## config.mk

```make
export PLATFORM = sky130hd
export DESIGN_NAME = nibble_ram
export DESIGN_NICKNAME = d
export VERILOG_FILES = /design/src/rtl/nram_pkg.sv /design/src/rtl/nram_addr_map.sv /design/src/rtl/nram_store.sv /design/src/rtl/nram_bitop.sv /design/src/rtl/nibble_ram.sv
export SDC_FILE = /design/constraint.sdc
export NUM_CORES = 1
export LEC_CHECK = 0
export ABC_CLOCK_PERIOD_IN_PS = 10400
export CORE_MARGIN = 3
export CORE_UTILIZATION = 54
export DETAILED_ROUTE_END_ITERATION = 8
export PLACE_DENSITY = 0.7
export SYNTH_ARGS = -nofsm -noshare
export SYNTH_HDL_FRONTEND = slang
export SYNTH_SLANG_ARGS = --single-unit
```

## constraint.sdc

```tcl
create_clock -name clk -period 10.4 [get_ports clk]
set_input_delay 2.6 -clock clk [delete_from_list [all_inputs] [get_ports clk]]
set_output_delay 2.6 -clock clk [all_outputs]
set_load 0.01 [all_outputs]
```

## src/rtl/nram_pkg.sv

```systemverilog
package nram_pkg;
  typedef enum logic [2:0] {
    OP_NOP    = 3'd0,
    OP_READ   = 3'd1,
    OP_WRITE  = 3'd2,
    OP_XCH_MR = 3'd3,
    OP_BSET   = 3'd4,
    OP_BCLR   = 3'd5,
    OP_BTST   = 3'd6,
    OP_XCH_XY = 3'd7
  } nram_op_e;

  function automatic logic op_reads(nram_op_e k);
    return (k != OP_NOP) && (k != OP_WRITE);
  endfunction

  function automatic logic op_swaps(nram_op_e k);
    return (k == OP_XCH_MR) || (k == OP_XCH_XY);
  endfunction
endpackage

```

## src/rtl/nram_addr_map.sv

```systemverilog
module nram_addr_map
  import nram_pkg::*;
#(
  parameter int FILES   = 10,
  parameter int DIGITS  = 16,
  parameter int XW      = 4,
  parameter int YW      = 4,
  parameter int AW      = 8,
  parameter int MR_FILE = 9
) (
  input  nram_op_e          kind,
  input  logic [XW-1:0]     x_file,
  input  logic [YW-1:0]     y_digit,
  input  logic [YW-1:0]     mr_idx,
  output logic [AW-1:0]     addr,
  output logic              in_range
);
  localparam logic [AW-1:0] MR_BASE = AW'(MR_FILE * DIGITS);

  logic [AW-1:0] lin_xy;
  logic          x_ok;

  assign x_ok   = int'(x_file) < FILES;
  assign lin_xy = AW'(x_file) * AW'(DIGITS) + AW'(y_digit);

  always_comb begin
    if (kind == OP_XCH_MR) begin
      addr     = MR_BASE + AW'(mr_idx);
      in_range = 1'b1;
    end else if (kind == OP_NOP) begin
      addr     = '0;
      in_range = 1'b1;
    end else begin
      addr     = x_ok ? lin_xy : '0;
      in_range = x_ok;
    end
  end
endmodule

```

## src/rtl/nram_store.sv

```systemverilog
module nram_store #(
  parameter int DEPTH = 160,
  parameter int DW    = 4,
  parameter int AW    = 8
) (
  input  logic          clk,
  input  logic          rd_en,
  input  logic [AW-1:0] rd_addr,
  output logic [DW-1:0] rd_q,
  input  logic          wr_en,
  input  logic [AW-1:0] wr_addr,
  input  logic [DW-1:0] wr_data
);
  logic [DW-1:0] mem [DEPTH];

  always_ff @(posedge clk) begin
    if (wr_en) mem[wr_addr] <= wr_data;
    if (rd_en) rd_q <= mem[rd_addr];
  end
endmodule

```

## src/rtl/nram_bitop.sv

```systemverilog
module nram_bitop
  import nram_pkg::*;
#(
  parameter int DW = 4,
  parameter int BW = 2
) (
  input  nram_op_e      kind,
  input  logic [DW-1:0] old_digit,
  input  logic [BW-1:0] bit_sel,
  input  logic [DW-1:0] acc_in,
  output logic [DW-1:0] new_digit,
  output logic          wr_need,
  output logic          bit_val
);
  logic [DW-1:0] mask;

  assign mask    = DW'(1) << bit_sel;
  assign bit_val = |(old_digit & mask);

  always_comb begin
    new_digit = old_digit;
    wr_need   = 1'b0;
    unique case (kind)
      OP_WRITE, OP_XCH_MR, OP_XCH_XY: begin
        new_digit = acc_in;
        wr_need   = 1'b1;
      end
      OP_BSET: begin
        new_digit = old_digit | mask;
        wr_need   = 1'b1;
      end
      OP_BCLR: begin
        new_digit = old_digit & ~mask;
        wr_need   = 1'b1;
      end
      default: ;
    endcase
  end
endmodule

```

## src/rtl/nibble_ram.sv

```systemverilog
module nibble_ram
  import nram_pkg::*;
#(
  parameter int FILES  = 10,
  parameter int DIGITS = 16,
  parameter int DW     = 4,
  parameter int XW     = 4,
  localparam int YW    = $clog2(DIGITS),
  localparam int BW    = $clog2(DW)
) (
  input  logic          clk,
  input  logic          rst,
  input  logic          op_req,
  input  logic [2:0]    op_kind,
  input  logic [XW-1:0] x_file,
  input  logic [YW-1:0] y_digit,
  input  logic [YW-1:0] mr_idx,
  input  logic [BW-1:0] bit_sel,
  input  logic [DW-1:0] acc_in,
  output logic          resp_valid,
  output logic [DW-1:0] rd_data,
  output logic [DW-1:0] acc_out,
  output logic          status_flag,
  output logic          addr_err
);
  localparam int DEPTH   = FILES * DIGITS;
  localparam int AW      = $clog2(DEPTH);
  localparam int MR_FILE = FILES - 1;

  nram_op_e      in_kind;
  logic [AW-1:0] in_addr;
  logic          in_ok;

  assign in_kind = nram_op_e'(op_kind);

  nram_addr_map #(
    .FILES(FILES), .DIGITS(DIGITS), .XW(XW), .YW(YW), .AW(AW), .MR_FILE(MR_FILE)
  ) u_map (
    .kind(in_kind), .x_file(x_file), .y_digit(y_digit), .mr_idx(mr_idx),
    .addr(in_addr), .in_range(in_ok)
  );

  // stage 1: request registered while the array is read
  logic          s1_valid;
  nram_op_e      s1_kind;
  logic [AW-1:0] s1_addr;
  logic          s1_ok;
  logic [BW-1:0] s1_bit;
  logic [DW-1:0] s1_acc;
  logic          s1_fwd_hit;
  logic [DW-1:0] s1_fwd_data;

  logic [DW-1:0] mem_q;
  logic [DW-1:0] cur_old;
  logic [DW-1:0] new_digit;
  logic          wr_need;
  logic          bit_val;
  logic          commit_we;

  assign cur_old   = s1_fwd_hit ? s1_fwd_data : mem_q;
  assign commit_we = s1_valid && s1_ok && wr_need;

  nram_bitop #(.DW(DW), .BW(BW)) u_bitop (
    .kind(s1_kind), .old_digit(cur_old), .bit_sel(s1_bit), .acc_in(s1_acc),
    .new_digit(new_digit), .wr_need(wr_need), .bit_val(bit_val)
  );

  nram_store #(.DEPTH(DEPTH), .DW(DW), .AW(AW)) u_store (
    .clk(clk),
    .rd_en(op_req), .rd_addr(in_addr), .rd_q(mem_q),
    .wr_en(commit_we), .wr_addr(s1_addr), .wr_data(new_digit)
  );

  always_ff @(posedge clk) begin
    if (rst) begin
      s1_valid    <= 1'b0;
      s1_kind     <= OP_NOP;
      s1_addr     <= '0;
      s1_ok       <= 1'b0;
      s1_bit      <= '0;
      s1_acc      <= '0;
      s1_fwd_hit  <= 1'b0;
      s1_fwd_data <= '0;
    end else begin
      s1_valid    <= op_req;
      s1_kind     <= in_kind;
      s1_addr     <= in_addr;
      s1_ok       <= in_ok;
      s1_bit      <= bit_sel;
      s1_acc      <= acc_in;
      s1_fwd_hit  <= op_req && in_ok && commit_we && (in_addr == s1_addr);
      s1_fwd_data <= new_digit;
    end
  end

  // stage 2: registered response
  always_ff @(posedge clk) begin
    if (rst) begin
      resp_valid  <= 1'b0;
      rd_data     <= '0;
      acc_out     <= '0;
      status_flag <= 1'b0;
      addr_err    <= 1'b0;
    end else begin
      resp_valid <= s1_valid;
      if (s1_valid) begin
        rd_data  <= (s1_ok && op_reads(s1_kind)) ? cur_old : '0;
        acc_out  <= (s1_ok && op_swaps(s1_kind)) ? cur_old : s1_acc;
        addr_err <= !s1_ok;
        if (s1_ok && s1_kind == OP_BTST) status_flag <= bit_val;
      end
    end
  end
endmodule

```

Word-level counts from Yosys, hierarchy flattened
Memories as Yosys holds them, arrays and structs flattened. A register that Yosys moved wholly into a read port is not among the register bits.
Cells that the tools add are included.
Word-level totals
  bits in registers: 35
  memories: 1
  word-level logic and storage cells: 60
  input bits: 24
  output and inout bits: 11
  RAM bits: 640
Memory list
  u_store.mem: words 160, width 4, read ports 1, clocked after Yosys merged registers in 1, write ports 1, RTL line nram_store.sv:14  | logic [DW-1:0] mem [DEPTH];
Operators by class
  eq/ne operators: 9
  bitwise gates (word level): 4
  order comparisons: 1
  add/sub/neg operators: 2
  shifts and indexed selects: 1
  reduce and logical (&&, ||, !) cells: 17
  muxes and demuxes: 12
Operators with widths (count)
  two-way mux 8 bit: 3
  equality test 3 bit (second input constant): 4
  two-way mux 4 bit: 3
  one-hot mux 4 bit (3 select lines): 1
  equality test 3 x 2 -> 1 bit (second input constant): 3
  logical AND 1 bit: 9
  adder 8 x 4 -> 8 bit: 1
  adder 8 x 4 -> 8 bit (first input constant): 1
  AND 4 bit: 2
  equality test 8 bit: 1
  two-way mux 1 bit: 5
  OR reduction 5 bit: 1
  less-than comparator 4 bit (second input constant): 1
  inverter 4 bit: 1
  bitwise OR 4 bit: 1
  OR reduction 4 bit: 1
  left shift 1 x 2 -> 4 bit (first input constant): 1
  logical NOT 3 bit: 1
  inequality test 3 x 2 -> 1 bit (second input constant): 1
  nonzero test 3 bit: 1
  OR reduction 3 bit: 1
  AND reduction 2 bit: 1
  logical NOT 1 bit: 1
  logical OR 1 bit: 1

Depth between registers and ports, before layout
Gate-level depths: netlist of the first run.
  depth after elaboration: 6
  gate-level depth with buffers: 16
  depth with buffers taken out: 9

Cells and area by module
A second synthesis of the first run with hierarchy kept.
Unflattened totals
  cells, all modules: 1662
  area, all modules: 28160.8 µm²
Modules (own cells, without submodules)
  nram_store: times used 1, sequential area each 19338.5 µm², area each 26584.2 µm², cells an instance 1495
  nibble_ram: times used 1, sequential area each 700.7 µm², area each 1238.7 µm², cells an instance 114
  nram_bitop: times used 1, sequential area each 0.0 µm², area each 196.4 µm², cells an instance 32
  nram_addr_map: times used 1, sequential area each 0.0 µm², area each 141.4 µm², cells an instance 21

Worst setup path before layout of the first run
Ideal clock, no wire load.
  path kind: register to register
  start point: reg s1_fwd_hit
  end point: mem u_store.mem[0][0] (data pin)
  period minus slack after synthesis: 8.486 ns
  path slack: 1.914 ns
  path buffers: 1
  arrival: 7.035 ns
  setup time: 1.451 ns
  data required time: 8.949 ns
  stages on the path, launching flop included: 5
  cells stage by stage: dfxtp_1 > clkbuf_1 > mux2i_1 > o31a_1 > o21ai_0
On the way
  longest elaborated chain between the ends: 3
  elaborated cells on any way between the ends: 4
  those cells by class: mux (2); bitwise (2)
RTL lines
  start: declaration: RTL line nibble_ram.sv:50  | logic s1_fwd_hit;
  start signal: assignment: RTL line nibble_ram.sv:91  | s1_fwd_hit <= op_req && in_ok && commit_we && (in_addr == s1_addr);
  two-way mux 4 bit *: RTL line nibble_ram.sv:60  | assign cur_old = s1_fwd_hit ? s1_fwd_data : mem_q;
  AND 4 bit or bitwise OR 4 bit (tied branches): RTL line nram_bitop.sv:33, nram_bitop.sv:29
  one-hot mux 4 bit (3 select lines) *: RTL line nram_bitop.sv:23  | unique case (kind)
  net new_digit[0]: RTL line nibble_ram.sv:55  | logic [DW-1:0] new_digit;
  end: declaration: RTL line nram_store.sv:14
The timed path passes the listed nets; every way through them passes the cells marked *.

Final worst setup path of the first run
  start point: in op_kind[2]
  end point: reg u_store.rd_q[1] (read register of u_store.mem) (data pin)
On the way
  longest elaborated chain between the ends: 3
  elaborated cells on any way between the ends: 4
  those cells by class: eq/ne (1); mux (2); reduce/logical (1)
RTL lines
  start: declaration: RTL line nibble_ram.sv:14  | input logic [2:0] op_kind,
  logical NOT 3 bit: RTL line nram_addr_map.sv:30  | end else if (kind == OP_NOP) begin
  two-way mux 8 bit: RTL line nram_addr_map.sv:30
  two-way mux 8 bit *: RTL line nram_addr_map.sv:27  | if (kind == OP_XCH_MR) begin
  end: declaration: RTL line nram_store.sv:9  | output logic [DW-1:0] rd_q,
Every way passes the cells marked *; elsewhere a longest branch is shown, timed or not.
A chain may end at the register's enable or synchronous reset.

==> results of run 1 <==
cell usage in the layout (no fill, tap or decap), types with 4 or more instances in the layout:
| master | count |
|---|---|
| sky130_fd_sc_hd__a211oi_1 | 76 |
| sky130_fd_sc_hd__a21boi_0 | 24 |
| sky130_fd_sc_hd__a21o_1 | 26 |
| sky130_fd_sc_hd__a21oi_1 | 107 |
| sky130_fd_sc_hd__a221oi_1 | 9 |
| sky130_fd_sc_hd__a311oi_1 | 8 |
| sky130_fd_sc_hd__a31oi_1 | 36 |
| sky130_fd_sc_hd__a32oi_1 | 14 |
| sky130_fd_sc_hd__and2_1 | 7 |
| sky130_fd_sc_hd__and3_1 | 52 |
| sky130_fd_sc_hd__buf_4 | 25 |
| sky130_fd_sc_hd__bufinv_16 | 4 |
| sky130_fd_sc_hd__clkbuf_1 | 20 |
| sky130_fd_sc_hd__clkbuf_16 | 72 |
| sky130_fd_sc_hd__clkdlybuf4s50_1 | 34 |
| sky130_fd_sc_hd__clkinv_1 | 17 |
| sky130_fd_sc_hd__clkinv_2 | 8 |
| sky130_fd_sc_hd__dfxtp_1 | 35 |
| sky130_fd_sc_hd__edfxtp_1 | 644 |
| sky130_fd_sc_hd__inv_1 | 4 |
| sky130_fd_sc_hd__mux2i_1 | 83 |
| sky130_fd_sc_hd__nand2_1 | 315 |
| sky130_fd_sc_hd__nand3_1 | 115 |
| sky130_fd_sc_hd__nand4_1 | 19 |
| sky130_fd_sc_hd__nor2_1 | 199 |
| sky130_fd_sc_hd__nor2b_1 | 16 |
| sky130_fd_sc_hd__nor3_1 | 16 |
| sky130_fd_sc_hd__nor4_1 | 11 |
| sky130_fd_sc_hd__o211ai_1 | 10 |
| sky130_fd_sc_hd__o21ai_0 | 52 |
| sky130_fd_sc_hd__o221a_2 | 24 |
| sky130_fd_sc_hd__o221ai_1 | 5 |
| sky130_fd_sc_hd__o22ai_1 | 14 |
| sky130_fd_sc_hd__xnor2_1 | 5 |
cells in the mapped netlist (4+ instances only):
library cell               instances
sky130_fd_sc_hd__a211oi_1         76
sky130_fd_sc_hd__a21boi_0         24
sky130_fd_sc_hd__a21o_1           26
sky130_fd_sc_hd__a21oi_1         107
sky130_fd_sc_hd__a221oi_1          9
sky130_fd_sc_hd__a311oi_1          8
sky130_fd_sc_hd__a31oi_1          36
sky130_fd_sc_hd__a32oi_1          15
sky130_fd_sc_hd__and2_1            9
sky130_fd_sc_hd__and3_1           52
sky130_fd_sc_hd__buf_1             6
sky130_fd_sc_hd__buf_2            49
sky130_fd_sc_hd__buf_4             8
sky130_fd_sc_hd__buf_6             4
sky130_fd_sc_hd__clkbuf_1         75
sky130_fd_sc_hd__dfxtp_1          35
sky130_fd_sc_hd__edfxtp_1        644
sky130_fd_sc_hd__inv_1             4
sky130_fd_sc_hd__mux2i_1          83
sky130_fd_sc_hd__nand2_1         317
sky130_fd_sc_hd__nand3_1         115
sky130_fd_sc_hd__nand4_1          19
sky130_fd_sc_hd__nor2_1          199
sky130_fd_sc_hd__nor2b_1          16
sky130_fd_sc_hd__nor3_1           16
sky130_fd_sc_hd__nor4_1           11
sky130_fd_sc_hd__o211ai_1         10
sky130_fd_sc_hd__o21ai_0          53
sky130_fd_sc_hd__o221a_2          24
sky130_fd_sc_hd__o221ai_1          5
sky130_fd_sc_hd__o22ai_1          14
sky130_fd_sc_hd__xnor2_1           5
report_power, final:
part           internal (µW)  switching [µW]  total, µW
clock                   1370            1000       2370
combinational            153             473        626
sequential              3110            11.2       3120
worst paths after layout:
path / startpoint / end / slack (ns) / cells past startpoint
worst max-delay path: op_kind[2] / u_store.rd_q[1] / 3.18 / 11
worst min-delay path: rd_data[3] / rd_data[3] / 0.46 / 2
worst max register to register: s1_valid / u_store.mem[120][1] / 6.94 / 6
worst min register to register: rd_data[3] / rd_data[3] / 0.46 / 2
through the flow:
| step | instances | area, µm² | power, µW |
|---|---|---|---|
| 5_1_grt | 2837 | 30940 | 6290 |
| 3_5_place_dp | 2711 | 28790 | 3792 |
| 4_1_cts | 2837 | 30940 | 6132 |
| 6_report | 2838 | 30950 | 6124 |
| 2_1_floorplan | 2119 | 27970 | 3574 |
| 3_3_place_gp | 2711 | 28790 | 3781 |
cells by family after synthesis:
| family | count (synthesis) | synth area share |
|---|---|---|
| DFF | 679 | 0.7164 |
| muxes | 84 | 0.03051 |
| xor gates and xnor gates | 7 | 0.002460 |
| buffers and inverters | 146 | 0.02393 |
| AOI/OAI and AO/OA | 431 | 0.1052 |
| and+or+nand+nor | 772 | 0.1215 |
cell type report:
class / instances / area share
inverters: 4 / 0.0004852
well taps: 672 / 0.02717
clock buffers: 92 / 0.06065
diodes: 1 / 0.00008086
clock inverters: 34 / 0.008855
flip-flops and latches: 679 / 0.6476
multi-input cells: 1294 / 0.2362
repair buffers: 62 / 0.01900
state kept, by name, indices dropped and copies added, names as in the netlist:
signal and flops:
s1_bit 2, acc_out 4, s1_ok 1, u_store.mem 640, s1_valid 1, s1_addr 8, resp_valid 1, u_store.rd_q 4
rd_data 4, s1_acc 4, s1_fwd_data 4, s1_fwd_hit 1, status_flag 1, addr_err 1, s1_kind 3
layer usage:
layer  global-route usage  wire length [µm]
met3              0.07195              8828
met4               0.1138              3264
met5                    0                30
met2               0.4243             34620
met1               0.3872             29640
worst register-to-register path: cells and delay by family, from the launching register on:
kind / cells / cell delay [ns]
DFF: 1 / 0.55
and+or+nand+nor: 5 / 2.26
AOI/OAI and AO/OA: 1 / 0.30
==> metrics.yaml, run 1 <==
global_route:
  vias_in_the_first_global_route: 17690
  track_usage: 0.2792
  grt_antenna_before_repair: 2
  grt.overflow.total: 0
  pin_count_of_the_biggest_net_entering_global_routing: 132
  grt_first_pass_wirelength_um: 112100
clock_tree:
  cts_made_buffers: 70
  tritoncts: "done"
  clk_sinks: 679
  cts-resized-gates: 0
  cts_hold_buf: 0
  clockBufferDepth: 3
  cts.root.buffer_cell: "sky130_fd_sc_hd__clkbuf_16"
  cts.reportedPaths.clkPinSlew_ns: 0.06
  worst_skew_pair_later_pin_latency_ns: 0.60
  cts_post_setup_buffers_inserted: 0
  htree_num_levels: 3
sta:
  post-route-period-util: 0.6947
  whs_ns: 0.4613
  final_period_minus_worst_setup_slack_ns: 7.224
  timing_max_transition_violations_final: 0
  setup_viol: 0
  grt_setup_unrepaired: "no"
  fmax_ghz: 0.1384
  slew-limit-headroom: 0.1516
  final.setup.worst_slack_ns: 3.176
  totalNegativeSetupSlack_ns: 0
  hold_violations: 0
  worst_clk_skew_ns: 0.02908
  tightestPinTransition_ns: 1.261
layout:
  layout.nets: 2135
  drive_gt1_frac: 0.07344
  nFillCells: 3825
  areaGrowthSynthToFinish_pct: 10.63
  multi_input_comb_area_um2: 7310
  postLayoutCoreUtil: 0.6106
  seqCellArea_um2: 20040
yosys:
  syn_avg_cell_area_um2: 13.20
  syn_area_um2: 27970
  synth_largest_area_cell: "sky130_fd_sc_hd__edfxtp_1"
  yosys_register_bits: 679
  post_synthesis_cell_count: 2119
  synth_top_cells_by_area: "sky130_fd_sc_hd__edfxtp_1 (69%), sky130_fd_sc_hd__nand2_1 (4.3%), sky130_fd_sc_hd__mux2i_1 (3.0%)"
  synth_enable_flop_cells: 644
  synth-async-reset-ratio: 0
  synth_top_area_frac: 0.6914
  mappedNetlistNets: 2143
  synth_warnings: 0
  synth_top_flop_cell: "sky130_fd_sc_hd__edfxtp_1"
  synth_sequential_area_ratio: 0.7164
  post_synth_cell_types: 56
worst_setup_path:
  crit_fanout: 131
  cp_cell_sequence: "clkdlybuf4s50_1, and3b_1, nand2_1, and2_4, buf_12, mux2i_1, o221a_2, o21ai_0, nand4_1, and4_1, o211ai_1"
  crit_slowest_cell: "sky130_fd_sc_hd__and2_4"
  worst-path-buf-inv: 2
  cp-end-kind: "register"
  cp_data_arrival_time_ns: 7.66
  critical_path.top_delay_family: "simple AND/OR/NAND/NOR gates"
  critPathRequiredTime_ns: 10.84
  critPathKind: "in2reg"
  worst_setup_path_start_kind: "input pin"
  max_stage_delay_ns: 1.00
floorplanning:
  die_x_um: 233.6
  die_h_um: 233.6
  core_region_area_um2: 50680
  die_area_um2: 54570
  ios: 35
  initial_standard_cell_utilization_of_the_core: 0.5519
  floorplan.rows: 82
pwr:
  power.leakage_uw: 0.01012
  powerDensity_nw_per_um2: 197.9
  vdd_drop_max_v: 0.0001254
route:
  route.detailed.drc: 0
  num_vias: 18564
  initialDrtViolationCount: 2683
  drt-wirelength-per-cell_um: 26.92
  route.final.wire_length_um: 76390
  drt_pass1_iterations: 6
  detail_route.vias_per_cell: 6.541
  drt.antenna.violating_nets: 0
place:
  port_buffers: 34
  hpwlAfterDp_um: 45830
  gp_congestion: 0.9098
  pre_cts_slack_ns: 2.799
run:
  max_cap_viol_count: 0
worst_hold_path:
  min_path_type: "reg2reg"
outcome:
  status: "completed"
No activity file was read; power rests on OpenSTA's default activity.
==> inputs of run 2 (changes only) <==
Settings changed: ABC_CLOCK_PERIOD_IN_PS 10400 to 7350.
Clock period 10.4 ns to 7.35 ns, I/O delays scaled along.
==> run 2 against run 1 <==
Effect of this change: critical endpoint is now u_store.rd_q[2]; worst hold slack improved by 0.0055 ns; critical path type unchanged; via count barely moved; final area rose by 0.30%; final cell count rose by 0.53%.
==> metrics.yaml, run 2 (synthesis results as in run 1) <==
worst_setup_path:
  worst-path-buf-inv: 2
  launch_instance_of_the_worst_register_to_register_path: "s1_valid"
  critical_path.top_delay_family: "simple AND/OR/NAND/NOR gates"
  cp_data_arrival_time_ns: 6.13
  critPathCapture: "u_store.rd_q[2]"
  worstSetupPathDepth: 10
  cp-end-kind: "register"
  worst_setup_path_start_kind: "input pin"
  critPathRequiredTime_ns: 7.67
  regToRegEndpoint: "u_store.mem[48][1]"
  timing.critical_path.from: "op_kind[2]"
  cp_cell_sequence: "clkdlybuf4s50_1, and3b_1, nand2_1, and2_4, buf_12, nand3_1, a32oi_1, a211oi_1, nor4_1, o221ai_1"
  crit_slowest_cell: "sky130_fd_sc_hd__and2_4"
  reg2reg_slack_ns: 3.89
  crit_fanout: 72
  rr_worst_depth: 6
  max_stage_delay_ns: 0.97
  critPathKind: "in2reg"
sta:
  timing_max_transition_violations_final: 0
  post-route-period-util: 0.7899
  totalNegativeSetupSlack_ns: 0
  final.setup.worst_slack_ns: 1.544
  worst_clk_skew_ns: 0.01749
  hold_violations: 0
  slew-limit-headroom: 0.1421
  tightestPinTransition_ns: 1.283
  final_period_minus_worst_setup_slack_ns: 5.806
  fmax_ghz: 0.1722
  grt_setup_unrepaired: "no"
  setup_viol: 0
route:
  route.detailed.drc: 0
  num_vias: 18555
  drt_pass1_iterations: 5
  detail_route.vias_per_cell: 6.504
  drt-wirelength-per-cell_um: 26.98
  route.final.wire_length_um: 76960
  initialDrtViolationCount: 2608
  drt.antenna.violating_nets: 0
layout:
  final_common_cell: "sky130_fd_sc_hd__edfxtp_1"
  layoutNonFillerInstCount: 2853
  layout.nets: 2150
  most_flop_heavy_register: "u_store.mem"
  largest_register_ffs: 640
  drive_gt1_frac: 0.08123
  areaGrowthSynthToFinish_pct: 10.97
  final_cell_mix: "sky130_fd_sc_hd__edfxtp_1 (644), sky130_fd_sc_hd__nand2_1 (315), sky130_fd_sc_hd__nor2_1 (199)"
  largest_registers: "u_store.mem (640), s1_addr (8)"
  nFillCells: 3854
pwr:
  vdd_drop_max_v: 0.0001548
  power.leakage_uw: 0.01018
  powerDensity_nw_per_um2: 277.8
floorplanning:
  core_region_area_um2: 50680
  die_h_um: 233.6
  floorplan.rows: 82
  initial_standard_cell_utilization_of_the_core: 0.5519
  die_area_um2: 54570
  ios: 35
  die_x_um: 233.6
clock_tree:
  cts_post_setup_buffers_inserted: 0
  worst_skew_pair_later_pin_latency_ns: 0.61
  cts_hold_buf: 0
  cts.root.buffer_cell: "sky130_fd_sc_hd__clkbuf_16"
  htree_num_levels: 3
  cts.reportedPaths.clkPinSlew_ns: 0.06
  tritoncts: "done"
  clk_sinks: 679
  clockBufferDepth: 3
  cts_made_buffers: 69
  cts-resized-gates: 0
worst_hold_path:
  min_path_type: "reg2reg"
  hold-path-cell-count: 2
place:
  hpwlAfterDp_um: 46300
  gp_congestion: 0.8913
  port_buffers: 34
  dpl.cell_count: 2727
  pre_cts_slack_ns: 1.113
outcome:
  status: "completed"
run:
  max_cap_viol_count: 0
global_route:
  grt.overflow.total: 0
  track_usage: 0.2837
  pin_count_of_the_biggest_net_entering_global_routing: 90
  grt_antenna_before_repair: 0
  vias_in_the_first_global_route: 17670
  grt_first_pass_wirelength_um: 113800
-- run 2: power by group --
part / internal, µW / switching, µW / leakage (µW)
Sequential: 4400 / 15.6 / 0.00610
Combinational: 226 / 680 / 0.00306
Clock: 1870 / 1430 / 0.00102
-- run 2: worst reg2reg max path: stages, from the launching register on --
cell,delay [ns]
sky130_fd_sc_hd__dfxtp_1,0.55
sky130_fd_sc_hd__nand2_1,0.22
sky130_fd_sc_hd__nor2_1,0.13
sky130_fd_sc_hd__o21ai_0,0.28
sky130_fd_sc_hd__nor3_1,0.49
sky130_fd_sc_hd__nand3_1,0.74
sky130_fd_sc_hd__nor2_1,0.68
-- run 2: how the worst min path moves through the flow --
stage	from	to	slack (ns)
floorplan	rd_data[0]	rd_data[0]	0.49
global placement	rd_data[3]	rd_data[3]	0.46
detailed placement	rd_data[0]	rd_data[0]	0.46
CTS	rd_data[0]	rd_data[0]	0.47
global route	rd_data[0]	rd_data[0]	0.49
finish	rd_data[0]	rd_data[0]	0.47
-- run 2: routing by layer --
layer,GRT usage,wire length [µm]
met4,0.1303,3382
met2,0.4227,34510
met1,0.4010,30210
met3,0.06390,8859
met5,0,0
-- run 2: cell type report --
class	instances	area [µm²]	share of cell area
diodes	2	5.005	0.0001612
clock buffers	91	1872	0.06030
clock inverters	33	219.0	0.007054
inverters	4	15.01	0.0004837
multi-input cells	1294	7316	0.2357
flip-flops and latches	679	20040	0.6456
well taps	672	840.8	0.02709
repair buffers	78	733.2	0.02362
-- run 2: stage by stage --
step	cell area, µm²	utilization	total power [µW]	hold WS, ns
2_1_floorplan	27970	-	5048	0.4900
3_3_place_gp	28940	0.5711	5372	0.4555
3_5_place_dp	28940	0.5711	5385	0.4622
4_1_cts	31030	0.6123	8633	0.4708
5_1_grt	31030	0.6123	8873	0.4861
6_report	31040	0.6124	8623	0.4668
